[src/rtl/mbc_pkg.sv]
package mbc_pkg;

  localparam int CNT_W  = 3;
  localparam int CFG_AW = 3;

  typedef struct packed {
    logic [1:0] wait_code;
    logic       inv_a19;
    logic       inv_a18;
    logic       wr_inhibit;
    logic       pair_sel;
    logic [1:0] cs_sel;
  } bank_cfg_t;

  typedef struct packed {
    logic [2:0] rsvd_hi;
    logic       force_cs1;
    logic [1:0] rsvd_lo;
    logic       dinv_a19;
    logic       dinv_a16;
  } mode_cfg_t;

  function automatic logic [CNT_W-1:0] wait_cycles(input logic [1:0] code);
    case (code)
      2'b00:   return CNT_W'(4);
      2'b01:   return CNT_W'(2);
      2'b10:   return CNT_W'(1);
      default: return CNT_W'(0);
    endcase
  endfunction

  function automatic logic [CNT_W-1:0] access_len(input logic [1:0] code,
                                                  input logic       is_write);
    logic [CNT_W-1:0] base;
    base = is_write ? CNT_W'(3) : CNT_W'(2);
    return base + wait_cycles(code);
  endfunction

endpackage

[src/rtl/mbc_cfg_regs.sv]
module mbc_cfg_regs
  import mbc_pkg::*;
#(
  parameter int N_BANKS = 4
) (
  input  logic                           clk,
  input  logic                           rst_n,
  input  logic                           cfg_wr,
  input  logic [CFG_AW-1:0]              cfg_addr,
  input  logic [7:0]                     cfg_data,
  output bank_cfg_t [N_BANKS-1:0]        banks_o,
  output mode_cfg_t                      mode_o
);

  for (genvar b = 0; b < N_BANKS; b++) begin : g_bank
    logic hit;
    assign hit = cfg_wr && (cfg_addr == CFG_AW'(b));
    always_ff @(posedge clk or negedge rst_n) begin
      if (!rst_n)   banks_o[b] <= '0;
      else if (hit) banks_o[b] <= bank_cfg_t'(cfg_data);
    end
  end

  logic mode_hit;
  assign mode_hit = cfg_wr && (cfg_addr == CFG_AW'(N_BANKS));

  always_ff @(posedge clk or negedge rst_n) begin
    if (!rst_n)        mode_o <= '0;
    else if (mode_hit) mode_o <= mode_cfg_t'(cfg_data);
  end

endmodule

[src/rtl/mbc_xlate.sv]
module mbc_xlate
  import mbc_pkg::*;
#(
  parameter int ADDR_W  = 20,
  parameter int N_BANKS = 4
) (
  input  logic [ADDR_W-1:0]        addr_i,
  input  logic                     dspace_i,
  input  bank_cfg_t [N_BANKS-1:0]  banks_i,
  input  mode_cfg_t                mode_i,
  output bank_cfg_t                sel_cfg_o,
  output logic [ADDR_W-1:0]        phys_o
);

  localparam int SEL_W = $clog2(N_BANKS);

  logic [SEL_W-1:0]  bank_idx;
  logic [ADDR_W-1:0] flip_mask;

  assign bank_idx  = addr_i[ADDR_W-1 -: SEL_W];
  assign sel_cfg_o = banks_i[bank_idx];

  always_comb begin
    flip_mask = '0;
    flip_mask[ADDR_W-1] = sel_cfg_o.inv_a19 ^ (dspace_i & mode_i.dinv_a19);
    flip_mask[ADDR_W-2] = sel_cfg_o.inv_a18;
    flip_mask[ADDR_W-4] = dspace_i & mode_i.dinv_a16;
  end

  assign phys_o = addr_i ^ flip_mask;

endmodule

[src/rtl/mbc_seq.sv]
module mbc_seq
  import mbc_pkg::*;
(
  input  logic             clk,
  input  logic             rst_n,
  input  logic             start_i,
  input  logic [CNT_W-1:0] len_i,
  output logic             ready_o,
  output logic             active_o,
  output logic             strobe_win_o,
  output logic             last_o
);

  logic [CNT_W-1:0] cnt;

  always_ff @(posedge clk or negedge rst_n) begin
    if (!rst_n) begin
      active_o <= 1'b0;
      cnt      <= '0;
    end else if (start_i) begin
      active_o <= 1'b1;
      cnt      <= len_i;
    end else if (active_o) begin
      if (cnt == CNT_W'(1)) begin
        active_o <= 1'b0;
        cnt      <= '0;
      end else begin
        cnt <= cnt - CNT_W'(1);
      end
    end
  end

  assign ready_o      = !active_o;
  assign last_o       = active_o && (cnt == CNT_W'(1));
  assign strobe_win_o = active_o && (cnt != CNT_W'(1));

  // done is a single-cycle pulse
  a_r10_done_single: assert property (@(posedge clk) disable iff (!rst_n)
    last_o |=> !last_o);

  // an accepted access is never shorter than a read
  a_r6_len_min: assert property (@(posedge clk) disable iff (!rst_n)
    start_i |-> (len_i >= CNT_W'(2)));

  // no start while an access runs
  a_r11_no_restart: assert property (@(posedge clk) disable iff (!rst_n)
    active_o |-> !start_i);

  // an active access always has cycles left
  a_r10_cnt_live: assert property (@(posedge clk) disable iff (!rst_n)
    active_o |-> (cnt != '0));

endmodule

[src/rtl/mbc_top.sv]
module mbc_top
  import mbc_pkg::*;
#(
  parameter int ADDR_W = 20,
  parameter int N_CS   = 3
) (
  input  logic              clk,
  input  logic              rst_n,
  input  logic              cfg_wr,
  input  logic [2:0]        cfg_addr,
  input  logic [7:0]        cfg_data,
  input  logic              req_valid,
  input  logic              req_write,
  input  logic              req_dspace,
  input  logic [19:0]       req_addr,
  output logic              ready,
  output logic              done,
  output logic [2:0]        cs_n,
  output logic [1:0]        oe_n,
  output logic [1:0]        we_n,
  output logic [19:0]       mem_addr
);

  localparam int N_BANKS = 4;
  localparam int N_PAIRS = 2;

  bank_cfg_t [N_BANKS-1:0] banks;
  mode_cfg_t               mode;
  bank_cfg_t               sel_cfg;
  logic [ADDR_W-1:0]       phys;

  bank_cfg_t         lat_cfg;
  logic              lat_write;
  logic [ADDR_W-1:0] lat_addr;

  logic start, active, strobe_win, last;

  mbc_cfg_regs #(.N_BANKS(N_BANKS)) u_regs (
    .clk      (clk),
    .rst_n    (rst_n),
    .cfg_wr   (cfg_wr),
    .cfg_addr (cfg_addr),
    .cfg_data (cfg_data),
    .banks_o  (banks),
    .mode_o   (mode)
  );

  mbc_xlate #(.ADDR_W(ADDR_W), .N_BANKS(N_BANKS)) u_xlate (
    .addr_i    (req_addr),
    .dspace_i  (req_dspace),
    .banks_i   (banks),
    .mode_i    (mode),
    .sel_cfg_o (sel_cfg),
    .phys_o    (phys)
  );

  assign start = req_valid && ready;

  mbc_seq u_seq (
    .clk          (clk),
    .rst_n        (rst_n),
    .start_i      (start),
    .len_i        (access_len(sel_cfg.wait_code, req_write)),
    .ready_o      (ready),
    .active_o     (active),
    .strobe_win_o (strobe_win),
    .last_o       (last)
  );

  always_ff @(posedge clk or negedge rst_n) begin
    if (!rst_n) begin
      lat_cfg   <= '0;
      lat_write <= 1'b0;
      lat_addr  <= '0;
    end else if (start) begin
      lat_cfg   <= sel_cfg;
      lat_write <= req_write;
      lat_addr  <= phys;
    end
  end

  assign done     = last;
  assign mem_addr = lat_addr;

  for (genvar c = 0; c < N_CS; c++) begin : g_cs
    logic hit;
    assign hit = strobe_win && (32'(lat_cfg.cs_sel) == c);
    if (c == 1) begin : g_force
      assign cs_n[c] = !(hit || mode.force_cs1);
    end else begin : g_plain
      assign cs_n[c] = !hit;
    end
  end

  for (genvar p = 0; p < N_PAIRS; p++) begin : g_pair
    logic pick;
    assign pick    = strobe_win && (32'(lat_cfg.pair_sel) == p);
    assign oe_n[p] = !(pick && !lat_write);
    assign we_n[p] = !(pick && lat_write && !lat_cfg.wr_inhibit);
  end

  // read and write strobes never overlap
  a_r3_oe_we_exclusive: assert property (@(posedge clk) disable iff (!rst_n)
    !((oe_n != 2'b11) && (we_n != 2'b11)));

  // without the force option at most one chip select is low
  a_r2_cs_onehot: assert property (@(posedge clk) disable iff (!rst_n)
    !mode.force_cs1 |-> $onehot0(~cs_n));

  // forced chip select 1 stays low
  a_r9_force_cs1: assert property (@(posedge clk) disable iff (!rst_n)
    mode.force_cs1 |-> !cs_n[1]);

  // strobes idle on the final cycle and when no access runs
  a_r10_idle_quiet: assert property (@(posedge clk) disable iff (!rst_n)
    (!active || done) |-> ((oe_n == 2'b11) && (we_n == 2'b11)));

  // address holds through the access
  a_r10_addr_stable: assert property (@(posedge clk) disable iff (!rst_n)
    (active && !done) |=> $stable(mem_addr));

  // inhibited quadrant never pulses a write enable
  a_r4_inhibit: assert property (@(posedge clk) disable iff (!rst_n)
    (active && lat_cfg.wr_inhibit) |-> (we_n == 2'b11));

endmodule

[config.mk]
export PLATFORM = sky130hd
export DESIGN_NAME = mbc_top
export DESIGN_NICKNAME = d
export VERILOG_FILES = /design/src/rtl/mbc_pkg.sv /design/src/rtl/mbc_cfg_regs.sv /design/src/rtl/mbc_xlate.sv /design/src/rtl/mbc_seq.sv /design/src/rtl/mbc_top.sv
export SDC_FILE = /design/constraint.sdc
export NUM_CORES = 1
export LEC_CHECK = 0
export BUFFER_PORTS_ARGS = -buffer_cell sky130_fd_sc_hd__buf_4
export CORE_ASPECT_RATIO = 0.9
export CORE_MARGIN = 2
export CORE_UTILIZATION = 55
export CTS_BUF_LIST = sky130_fd_sc_hd__clkbuf_4
export CTS_CLUSTER_DIAMETER = 120
export DETAILED_ROUTE_END_ITERATION = 10
export HOLD_SLACK_MARGIN = 0.12
export PLACE_DENSITY = 0.8
export SLEW_MARGIN = 30
export SYNTH_ARGS = -nofsm -noshare
export SYNTH_HDL_FRONTEND = slang
export SYNTH_HIERARCHICAL = 1
export SYNTH_SLANG_ARGS = --single-unit
[constraint.sdc]
create_clock -name clk -period 2.9 [get_ports clk]
set_input_delay 0.145 -clock clk [delete_from_list [all_inputs] [get_ports clk]]
set_output_delay 0.145 -clock clk [all_outputs]
set_load 0.05 [all_outputs]
* Word-level counts from Yosys, hierarchy flattened
Index checks and enable logic that the tools add are counted.
W data, S select, Z words.
** Word-level totals
- Output and inout bits :: 29
- Bits of input ports :: 37
- Word-level logic and storage cells :: 96
- Register bits :: 64
** Operators by class
- Reduce and logical (&&, ||, !) cells :: 34
- Order comparisons :: 1
- Equality and inequality tests :: 10
- Mux-type cells :: 10
- Add/sub/neg operators :: 2
- Bitwise operators :: 5
** Operators with widths (count)
- $xor A20 B20 Y20 :: 1
- $logic_and A1 B1 Y1 :: 19
- $bmux W8 S2 :: 1
- $logic_not A1 Y1 :: 10
- $mux W3 :: 3
- $pmux W3 S3 :: 1
- $mux W8 :: 1
- $eq A3 B1 Y1 const B :: 2
- $eq A3 B2 Y1 const B :: 2
- $eq A2 B1 Y1 const B :: 2
- $eq A2 B2 Y1 const B :: 2
- $logic_not A2 Y1 :: 2
- $mux W1 :: 4
- $add A2 B3 Y3 :: 1
- $eq A3 B3 Y1 const B :: 1
- $logic_not A3 Y1 :: 1
- $lt A2 B3 Y1 const B :: 1
- $ne A3 B1 Y1 const B :: 1
- $sub A3 B1 Y3 const B :: 1
- $and A1 B1 Y1 :: 2
- $reduce_bool A2 Y1 :: 1
- $logic_or A1 B1 Y1 :: 1
- $not A1 Y1 :: 1
- $xor A1 B1 Y1 :: 1

* Depth between registers and ports, before layout
Gate-level depths: netlist of the first run.
- Depth after elaboration :: 6
- Gate-level depth with buffers :: 7
- Depth with buffers taken out :: 7

* Modules after synthesis
The synthesis of the first run kept the hierarchy.
** By module, submodules not included
- mbc_cfg_regs :: area an instance 1529.0 sq um, cells each 88, seq. area each 1001.0 sq um, instances 1
- mbc_top :: area an instance 1116.1 sq um, cells each 68, seq. area each 625.6 sq um, instances 1
- mbc_xlate :: area an instance 411.6 sq um, cells each 39, seq. area each 0.0 sq um, instances 1
- mbc_seq :: area an instance 227.7 sq um, cells each 25, seq. area each 100.1 sq um, instances 1

* Least setup slack after synthesis of the first run
No wires, ideal clock.
- Kind :: register -> output
- Start :: register u_seq.active_o
- End :: output port done
- Slack :: 0.919 ns
- Arrival :: 1.836 ns
- Stages on the path, launching flop included :: 3
- Buffers on the path :: 0
- Required time :: 2.755 ns
- Path through :: dfrtp_1 inv_1 nor3_1
** On the way
- Word-level cells in the longest chain between the ends :: 1
** RTL lines
- start, declared :: RTL line mbc_seq.sv:9 : output logic active_o,
- start signal, assigned :: RTL line mbc_seq.sv:18 : active_o <= 1'b0;
- start signal, assigned :: RTL line mbc_seq.sv:21 : active_o <= 1'b1;
- start signal, assigned :: RTL line mbc_seq.sv:25 : active_o <= 1'b0;
- $logic_and A1 B1 Y1 :: RTL line mbc_seq.sv:34 : assign last_o = active_o && (cnt == CNT_W'(1));
- end, declared :: RTL line mbc_top.sv:17 : output logic done,
No other way between the ends.

* Worst setup path in the final report of the first run
- Start :: register u_seq.cnt[0]
- End :: output port oe_n[0]
** On the way
- Word-level cells in the longest chain between the ends :: 5
** RTL lines
- start, declared :: RTL line mbc_seq.sv:14 : logic [CNT_W-1:0] cnt;
- start signal, assigned :: RTL line mbc_seq.sv:22 : cnt <= len_i;
- start signal, assigned :: RTL line mbc_seq.sv:28 : cnt <= cnt - CNT_W'(1);
- $ne A3 B1 Y1 :: RTL line mbc_seq.sv:35 : assign strobe_win_o = active_o && (cnt != CNT_W'(1));
- $logic_and A1 B1 Y1 :: RTL line mbc_seq.sv:35
- via strobe_win :: RTL line mbc_top.sv:36 : logic start, active, strobe_win, last;
- $logic_and A1 B1 Y1 :: RTL line mbc_top.sv:97 : assign pick = strobe_win && (32'(lat_cfg.pair_sel) == p);
- $logic_and A1 B1 Y1 :: RTL line mbc_top.sv:98 : assign oe_n[p] = !(pick && !lat_write);
- $logic_not A1 Y1 :: RTL line mbc_top.sv:98
- end, declared :: RTL line mbc_top.sv:19 : output logic [1:0] oe_n,
The timed path passes the listed nets, and every way through them passes these cells.

==> impl_metrics.toml, run 1 <==
[grt]
grt_max_degree = 65
antenna_found_initial = 0
grt-ovfl-total = 0
grt_pass1_wl_um = 9052
grt_pass1_vias = 1891
grt.total_usage = 0.2038

[setup_path]
cpMaxStageDelayCell = "or3b_2"
cp_max_fo = 7
required_ps = 2760
arrival_ps = 2040
cp_common_cell = "inv_1"
cpPeakStageDelay_ps = 460
cp_cell_sequence = "ha_1 -> inv_1 -> o21ai_2 -> inv_1 -> or3b_2 -> buf_4"
start_kind = "register"
crit_type = "register to output port"
end_kind = "output port"

[cells_and_area]
drive_above_1_share = 0.5085
areaGrowthSynthToFinish_pct = 26.68
final_nets = 330
fillCellCount = 362
antennaDiodeCount = 0

[power_and_ir_drop]
swShare = 0.4126
power_density_nw_per_um2 = 997.4
p_clk_frac = 0.147
irDropWorstVdd_mv = 0.7087
p_sw_mw = 1.594
combPwrFrac = 0.490
power_frac_seq = 0.363
internal_power_mw = 2.269
leakagePower_nw = 1.832

[route]
drtAntennaViolNets = 0
routed_via_density = 5.279
wl_met1_um = 2572
wl_um = 5842
wl_met2_um = 2850
maxUsedRoutingLayer = "met4"
vias = 1911
drc_errors = 0
met3_length_um = 344
firstDrtPassIters = 4
wire_per_inst_um = 16.14
first_iter_violations = 80

[timing]
hold_violations = 0
finalCriticalPeriod_ps = 2187
fin_ws_ps = 712.7
slew_violations = 0
grt_setup_unrepaired = "false"
finalSetupTns_ps = 0
finalClockSkew_ps = 5.341
period_share = 0.7543
fmax_mhz = 457.2
finalSetupViolations = 0
relSlewSlack = 0.3259
tightest_slew_ps = 997.5

[die]
die_w_um = 82.60
rows = 25
start_util = 0.5751
die-area_um2 = 6173
io_pins = 66
die_h_um = 74.74
core_area_um2 = 5318

[clocking]
postCtsSetupRepairBufs = 0
cts_hold_buf = 28
cts_tree = "done"
h-tree-depth = 3
clock_sinks = 64
cts_root_buffer = "clkbuf_4"
clk_latency_ps = 400
cts_resized = 0
cts_made_buffers = 9
clk_pin_slew_worst_paths_ps = 90
cts_buffer_depth = 2

[yosys]
avgSynthCellArea_um2 = 14.70
synth_area_um2 = 3058
postSynthCellCount = 208
ys_warn_count = 6
syn-num-nets = 248

[place]
port_buffers = 65
gp_congestion = 0.7971
pre_cts_slack_ps = 1105
post-dp-hpwl_um = 3815

[job]
timing.max_cap.violations = 0

[outcome]
status = "finished, final reports clean"

[hold_path]
min_path_type = "input port to register"
-- per-layer routing --
| layer | global-route usage | up-vias |
|---|---|---|
| met5 | 0 | - |
| met1 | 0.2516 | 945 |
| met4 | 0.07650 | 0 |
| met3 | 0.06235 | 8 |
| met2 | 0.3414 | 58 |
| li1 | - | 900 |
-- sequential cells by signal (all words and copies together) (netlist names) --
| register | flops |
|---|---|
| u_regs/banks_o | 32 |
| u_seq/active_o | 1 |
| u_seq/cnt | 3 |
| lat_cfg | 4 |
| u_regs/mode_o | 3 |
| lat_write | 1 |
| mem_addr | 20 |
-- cell type report --
cell class | count | area (µm²) | area share
Clock buffer | 11 | 82.58 | 0.02132
Clock inverter | 5 | 47.55 | 0.01227
Inverter | 9 | 33.78 | 0.008721
Multi-Input combinational cell | 111 | 1241 | 0.3204
Sequential cell | 64 | 1602 | 0.4134
Tap cell | 67 | 83.83 | 0.02164
Timing Repair Buffer | 95 | 783.3 | 0.2022
-- final timing paths --
path / startpoint / to / slack (ps) / cells after the start
setup / recovery: u_seq/cnt[0] / oe_n[0] / 710 / 6
hold / removal: req_dspace / mem_addr[19] / 190 / 4
setup reg to reg: u_regs/banks_o[23] / u_seq/cnt[1] / 1140 / 6
hold reg to reg: u_regs/banks_o[15] / u_regs/banks_o[15] / 510 / 1
max in group asynchronous: rst_n / mem_addr[19] / 2020 / 2
min in group asynchronous: rst_n / mem_addr[2] / 380 / 2
-- power by group through the flow --
| stage | clock network (mW) | logic [mW] | registers [mW] |
|---|---|---|---|
| after floorplan | 0 | 0.896 | 1.88 |
| after global placement | 0 | 1.83 | 1.40 |
| after detailed placement | 0 | 1.86 | 1.42 |
| after CTS | 0.584 | 1.90 | 1.40 |
| after global routing | 0.628 | 1.99 | 1.45 |
| final | 0.566 | 1.89 | 1.40 |
-- critical path: cells and delay by family (launching register included) --
| family | cells | cell delay (ps) |
|---|---|---|
| buf+inv | 3 | 470 |
| simple gates | 1 | 460 |
| flops | 1 | 420 |
| fa+ha+maj | 1 | 220 |
| compound gates | 1 | 90 |
-- layout by cell type, fill, tap and decap left out, drive strengths merged --
master        n
nand4b        2
bufinv        1
a21oi         1
nor2b         2
nand3b        3
nor4b         1
mux4          7
dfrtp        64
nor4bb        3
buf          67
nand2b        2
mux2         60
a31oi         1
o211ai        1
o21ai         5
clkinv        4
or3           1
clkbuf       11
nor2          1
nor3          1
ha            3
dlygate4sd3  28
nor3b         1
xnor2         4
or3b          1
mux2i         1
inv           9
nand2         9
o31ai         1
-- metrics by stage --
step	area, µm²	power [mW]	hold WS (ps)	utilization	instances
6_report	3874	3.864	185.1	0.7285	362
5_1_grt	3874	4.068	181.5	0.7285	362
4_1_cts	3874	3.888	168.4	0.7285	362
3_5_place_dp	3463	3.282	276.3	0.6513	318
3_3_place_gp	3463	3.234	278.8	0.6513	318
2_1_floorplan	3058	2.777	-150.6	-	208
Note: power is estimated with default switching activity, not from simulation.
==> run 2: changes to the inputs <==
--- a/config.mk
+++ b/config.mk
@@ -8,12 +8,12 @@
 export BUFFER_PORTS_ARGS = -buffer_cell sky130_fd_sc_hd__buf_4
 export CORE_ASPECT_RATIO = 0.9
 export CORE_MARGIN = 2
-export CORE_UTILIZATION = 55
+export CORE_UTILIZATION = 51
 export CTS_BUF_LIST = sky130_fd_sc_hd__clkbuf_4
 export CTS_CLUSTER_DIAMETER = 120
 export DETAILED_ROUTE_END_ITERATION = 10
 export HOLD_SLACK_MARGIN = 0.12
-export PLACE_DENSITY = 0.8
+export PLACE_DENSITY = 0.78
 export SLEW_MARGIN = 30
 export SYNTH_ARGS = -nofsm -noshare
 export SYNTH_HDL_FRONTEND = slang
==> constraint.sdc (replaced) <==
create_clock -name clk -period 1.9 [get_ports clk]
set_input_delay 0.095 -clock clk [delete_from_list [all_inputs] [get_ports clk]]
set_output_delay 0.095 -clock clk [all_outputs]
set_load 0.05 [all_outputs]
==> impl_metrics.toml, run 2 (synthesis gave the netlist of run 1 again) <==
[die]
io_pins = 66
die_w_um = 85.62
die-area_um2 = 6632
rows = 26
die_h_um = 77.46
core_area_um2 = 5725
start_util = 0.5341

[setup_path]
cp_cell_sequence = "ha_4 -> inv_4 -> o21ai_4 -> inv_2 -> or3b_4 -> buf_8"
start_kind = "register"
crit_type = "register to output port"
regToRegStartpoint = "u_regs/banks_o[7]"
cpPeakStageDelay_ps = 430
reg2reg_depth = 6
end_kind = "output port"
r2r-end = "u_seq/cnt[1]"
cp_num_buf_inv = 3
required_ps = 1800
reg2reg_slack_ps = 200
arrival_ps = 1790
cp-startpoint = "u_seq/cnt[0]"
cp_max_fo = 5
crit_family = "flip-flops"
cpMaxStageDelayCell = "dfrtp_1"

[cells_and_area]
areaGrowthSynthToFinish_pct = 34.66
drive_above_1_share = 0.5449
antennaDiodeCount = 0
regMostFlops = "u_regs/banks_o"
design_area_um2 = 4118
fillCellCount = 401
utilization = 0.7192
multi_input_area_um2 = 1289
stdcell_count = 382
register_area_um2 = 1602
final_nets = 347
layout_common_cells = "74 x buf_4, 64 x dfrtp_1, 41 x mux2_2, 33 x dlygate4sd3_1, 19 x mux2_4"
layout_commonest_cell = "buf_4"
largest_reg_flops = 32

[timing]
relSlewSlack = 0.4685
finalSetupTns_ps = 0
finalClockSkew_ps = 5.837
finalSetupViolations = 0
fmax_mhz = 530.2
hold_violations = 0
period_share = 0.9927
slew_violations = 0
fin_ws_ps = 13.87
finalCriticalPeriod_ps = 1886
grt_setup_unrepaired = "true"
tightest_slew_ps = 797.3

[route]
wl_met1_um = 2790
routed_via_density = 5.168
firstDrtPassIters = 4
first_iter_violations = 42
met3_length_um = 430
wire_per_inst_um = 17.20
drtAntennaViolNets = 0
wl_um = 6571
vias = 1974
maxUsedRoutingLayer = "met4"
wl_met2_um = 3262
drc_errors = 0

[clocking]
h-tree-depth = 3
cts_tree = "done"
clk_latency_ps = 400
clock_sinks = 64
cts_made_buffers = 9
cts_root_buffer = "clkbuf_4"
cts_buffer_depth = 2
clk_pin_slew_worst_paths_ps = 100

[hold_path]
hold_depth = 3
worstHoldEndpoint = "lat_cfg[0]"
hp-start = "req_addr[19]"
min_path_type = "input port to register"

[power_and_ir_drop]
power_density_nw_per_um2 = 1557
irDropWorstVdd_mv = 1.257
leakagePower_nw = 1.932

[place]
dp.cells = 327
pre_cts_slack_ps = 167.1
dpl-instance-area_um2 = 3517
post-dp-hpwl_um = 4080
port_buffers = 65
gp_congestion = 0.7159

[grt]
grt_pass1_wl_um = 10740
grt-ovfl-total = 0
grt_max_degree = 65
grt.total_usage = 0.2171
antenna_found_initial = 0
grt_pass1_vias = 2048

[job]
timing.max_cap.violations = 0

[outcome]
status = "finished, final reports clean"
run 2: per-stage QoR:
stage               hold WS, ps  total power [mW]
floorplan                -200.6             4.246
global placement          226.7             4.965
detailed placement        232.4             5.059
CTS                       177.1             6.291
global route              178.0             6.740
finish                    204.0             6.412
run 2: repair_timing:
item,CTS,global route
hold buffers,33,0
gates resized for setup,9,9
buffers inserted,5,1
endpoints found under the hold margin,120,0
setup endpoints to repair,6,4
pin swaps,2,3
run 2: how the worst max path moves through the flow:
stage / to / slack (ps) / cells past startpoint
5_1_grt: we_n[0] / -70 / 7
4_1_cts: oe_n[0] / 5 / 6
3_5_place_dp: oe_n[0] / 170 / 6
2_1_floorplan: cs_n[1] / 100 / 6
3_3_place_gp: oe_n[0] / 220 / 6
6_report: oe_n[0] / 10 / 6
run 2: power by group:
part           internal, mW  switching (mW)  total, mW
registers              1.84           0.339       2.18
logic                  1.42            1.81       3.23
clock network         0.522           0.481       1.00
run 2: area by class of cell:
class / count / share of cell area
Sequential cell: 64 / 0.3889
Clock inverter: 7 / 0.02097
Inverter: 9 / 0.008812
Tap cell: 70 / 0.02127
Timing Repair Buffer: 112 / 0.2306
Multi-Input combinational cell: 111 / 0.3130
Clock buffer: 9 / 0.01641
run 2: metal layers:
layer,up-vias,GRT usage
met1,976,0.2719
met2,64,0.3563
li1,925,-
met5,-,0
met3,9,0.07447
met4,0,0.06667
run 2: tightest hold or removal path: cells and delay by family:
kind                   cells  cell delay (ps)
buffers and inverters      1              160
muxes                      2              310
==> run 3: changes to the inputs <==
--- a/config.mk
+++ b/config.mk
@@ -7,7 +7,6 @@
 export LEC_CHECK = 0
 export BUFFER_PORTS_ARGS = -buffer_cell sky130_fd_sc_hd__buf_4
 export CORE_ASPECT_RATIO = 0.9
-export CORE_MARGIN = 2
 export CORE_UTILIZATION = 51
 export CTS_BUF_LIST = sky130_fd_sc_hd__clkbuf_4
 export CTS_CLUSTER_DIAMETER = 120
==> impl_metrics.toml, run 3 (synthesis gave the netlist of run 1 again) <==
[die]
io_pins = 66
start_util = 0.5341
die_w_um = 83.62
rows = 26
core_area_um2 = 5725
die-area_um2 = 6310
die_h_um = 75.46

[timing]
hold_violations = 0
tightest_slew_ps = 803.3
finalClockSkew_ps = 15.50
slew_violations = 0
fmax_mhz = 538.8
period_share = 0.9768
finalSetupViolations = 0
relSlewSlack = 0.4645
grt_setup_unrepaired = "true"
finalCriticalPeriod_ps = 1856

[route]
vias = 1976
wire_per_inst_um = 16.71
drc_errors = 0
drtAntennaViolNets = 0
wl_um = 6348
firstDrtPassIters = 4
routed_via_density = 5.200
first_iter_violations = 63

[cells_and_area]
drive_above_1_share = 0.5419
antennaDiodeCount = 0
layout_commonest_cell = "buf_4"
utilization = 0.7153
design_area_um2 = 4095
final_nets = 345
regMostFlops = "u_regs/banks_o"
layout_common_cells = "73 x buf_4, 64 x dfrtp_1, 41 x mux2_2, 33 x dlygate4sd3_1, 19 x mux2_4"
areaGrowthSynthToFinish_pct = 33.92
largest_reg_flops = 32
fillCellCount = 408

[place]
dpl-instance-area_um2 = 3510
port_buffers = 65
post-dp-hpwl_um = 3721
gp_congestion = 0.7009

[power_and_ir_drop]
power_density_nw_per_um2 = 1555
irDropWorstVdd_mv = 1.263
leakagePower_nw = 1.924

[setup_path]
cp_max_fo = 5
end_kind = "register"
arrival_ps = 2140
required_ps = 2180
crit_type = "input port to register"
start_kind = "input port"

[clocking]
clk_latency_ps = 400
cts_tree = "done"
cts_root_buffer = "clkbuf_4"
clock_sinks = 64
cts_buffer_depth = 2
clk_pin_slew_worst_paths_ps = 100
h-tree-depth = 3
cts_made_buffers = 9

[grt]
grt.total_usage = 0.2125
grt_pass1_wl_um = 9908
grt_max_degree = 65
grt-ovfl-total = 0
antenna_found_initial = 0
grt_pass1_vias = 1923

[job]
timing.max_cap.violations = 0

[hold_path]
min_path_type = "input port to register"

[outcome]
status = "finished, final reports clean"
run 3: path summary, 6_finish.rpt:
| kind | from | to | slack (ps) | cells after the start |
|---|---|---|---|---|
| min reg2reg | u_regs/banks_o[17] | u_regs/banks_o[17] | 510 | 1 |
| min | req_addr[19] | lat_cfg[0] | 200 | 3 |
| max | cfg_addr[2] | u_regs/banks_o[2] | 40 | 5 |
| min in group asynchronous | rst_n | mem_addr[13] | 310 | 2 |
| max reg2reg | u_regs/banks_o[15] | u_seq/cnt[1] | 180 | 6 |
| max in group asynchronous | rst_n | u_regs/banks_o[2] | 1050 | 2 |
run 3: layout make-up:
cell class,instances,area (µm²),share of cell area
Sequential cell,64,1602,0.3911
Multi-Input combinational cell,111,1289,0.3147
Timing Repair Buffer,110,927.1,0.2264
Tap cell,70,87.58,0.02139
Clock inverter,7,86.33,0.02108
Clock buffer,9,67.56,0.01650
Inverter,9,36.28,0.008860
run 3: per-stage QoR:
stage / std cells / total power, mW / hold slack [ps] / setup TNS [ps] / setup slack (ps)
final: 380 / 6.368 / 197.5 / 0 / 44.11
after global routing: 380 / 6.687 / 199.2 / -80.56 / -26.69
after CTS: 379 / 6.226 / 171.3 / 0 / 11.56
after detailed placement: 326 / 5.018 / 237.7 / 0 / 187.9
after global placement: 326 / 4.964 / 232.5 / 0 / 226.1
after floorplan: 208 / 4.246 / -200.6 / 0 / 105.0
run 3: worst max-delay path, stage by stage:
cell and delay [ps]:
dlygate4sd3_1 530, buf_4 150, nor4b_4 310, dlygate4sd3_1 690, mux2_2 350
run 3: repair_timing:
action | in CTS | in global routing
endpoints found under the setup margin | 2 | 7
setup buffers | 4 | 1
hold buffers | 33 | 0
pin swaps | 1 | 0
resized for setup | 7 | 8
hold endpoints to repair | 120 | 0
run 3: where the power goes:
part	switching, mW	total (mW)	internal, mW
clock network	0.471	0.994	0.522
logic	1.80	3.19	1.40
registers	0.338	2.18	1.84
total	2.61	6.37	3.76
run 3: routing by layer:
metal,up-vias,share of wire,track usage
li1,914,-,-
met1,982,0.43,0.2758
met2,74,0.50,0.3451
met3,6,0.059,0.07042
met4,0,0.0096,0.06968
met5,-,0,0
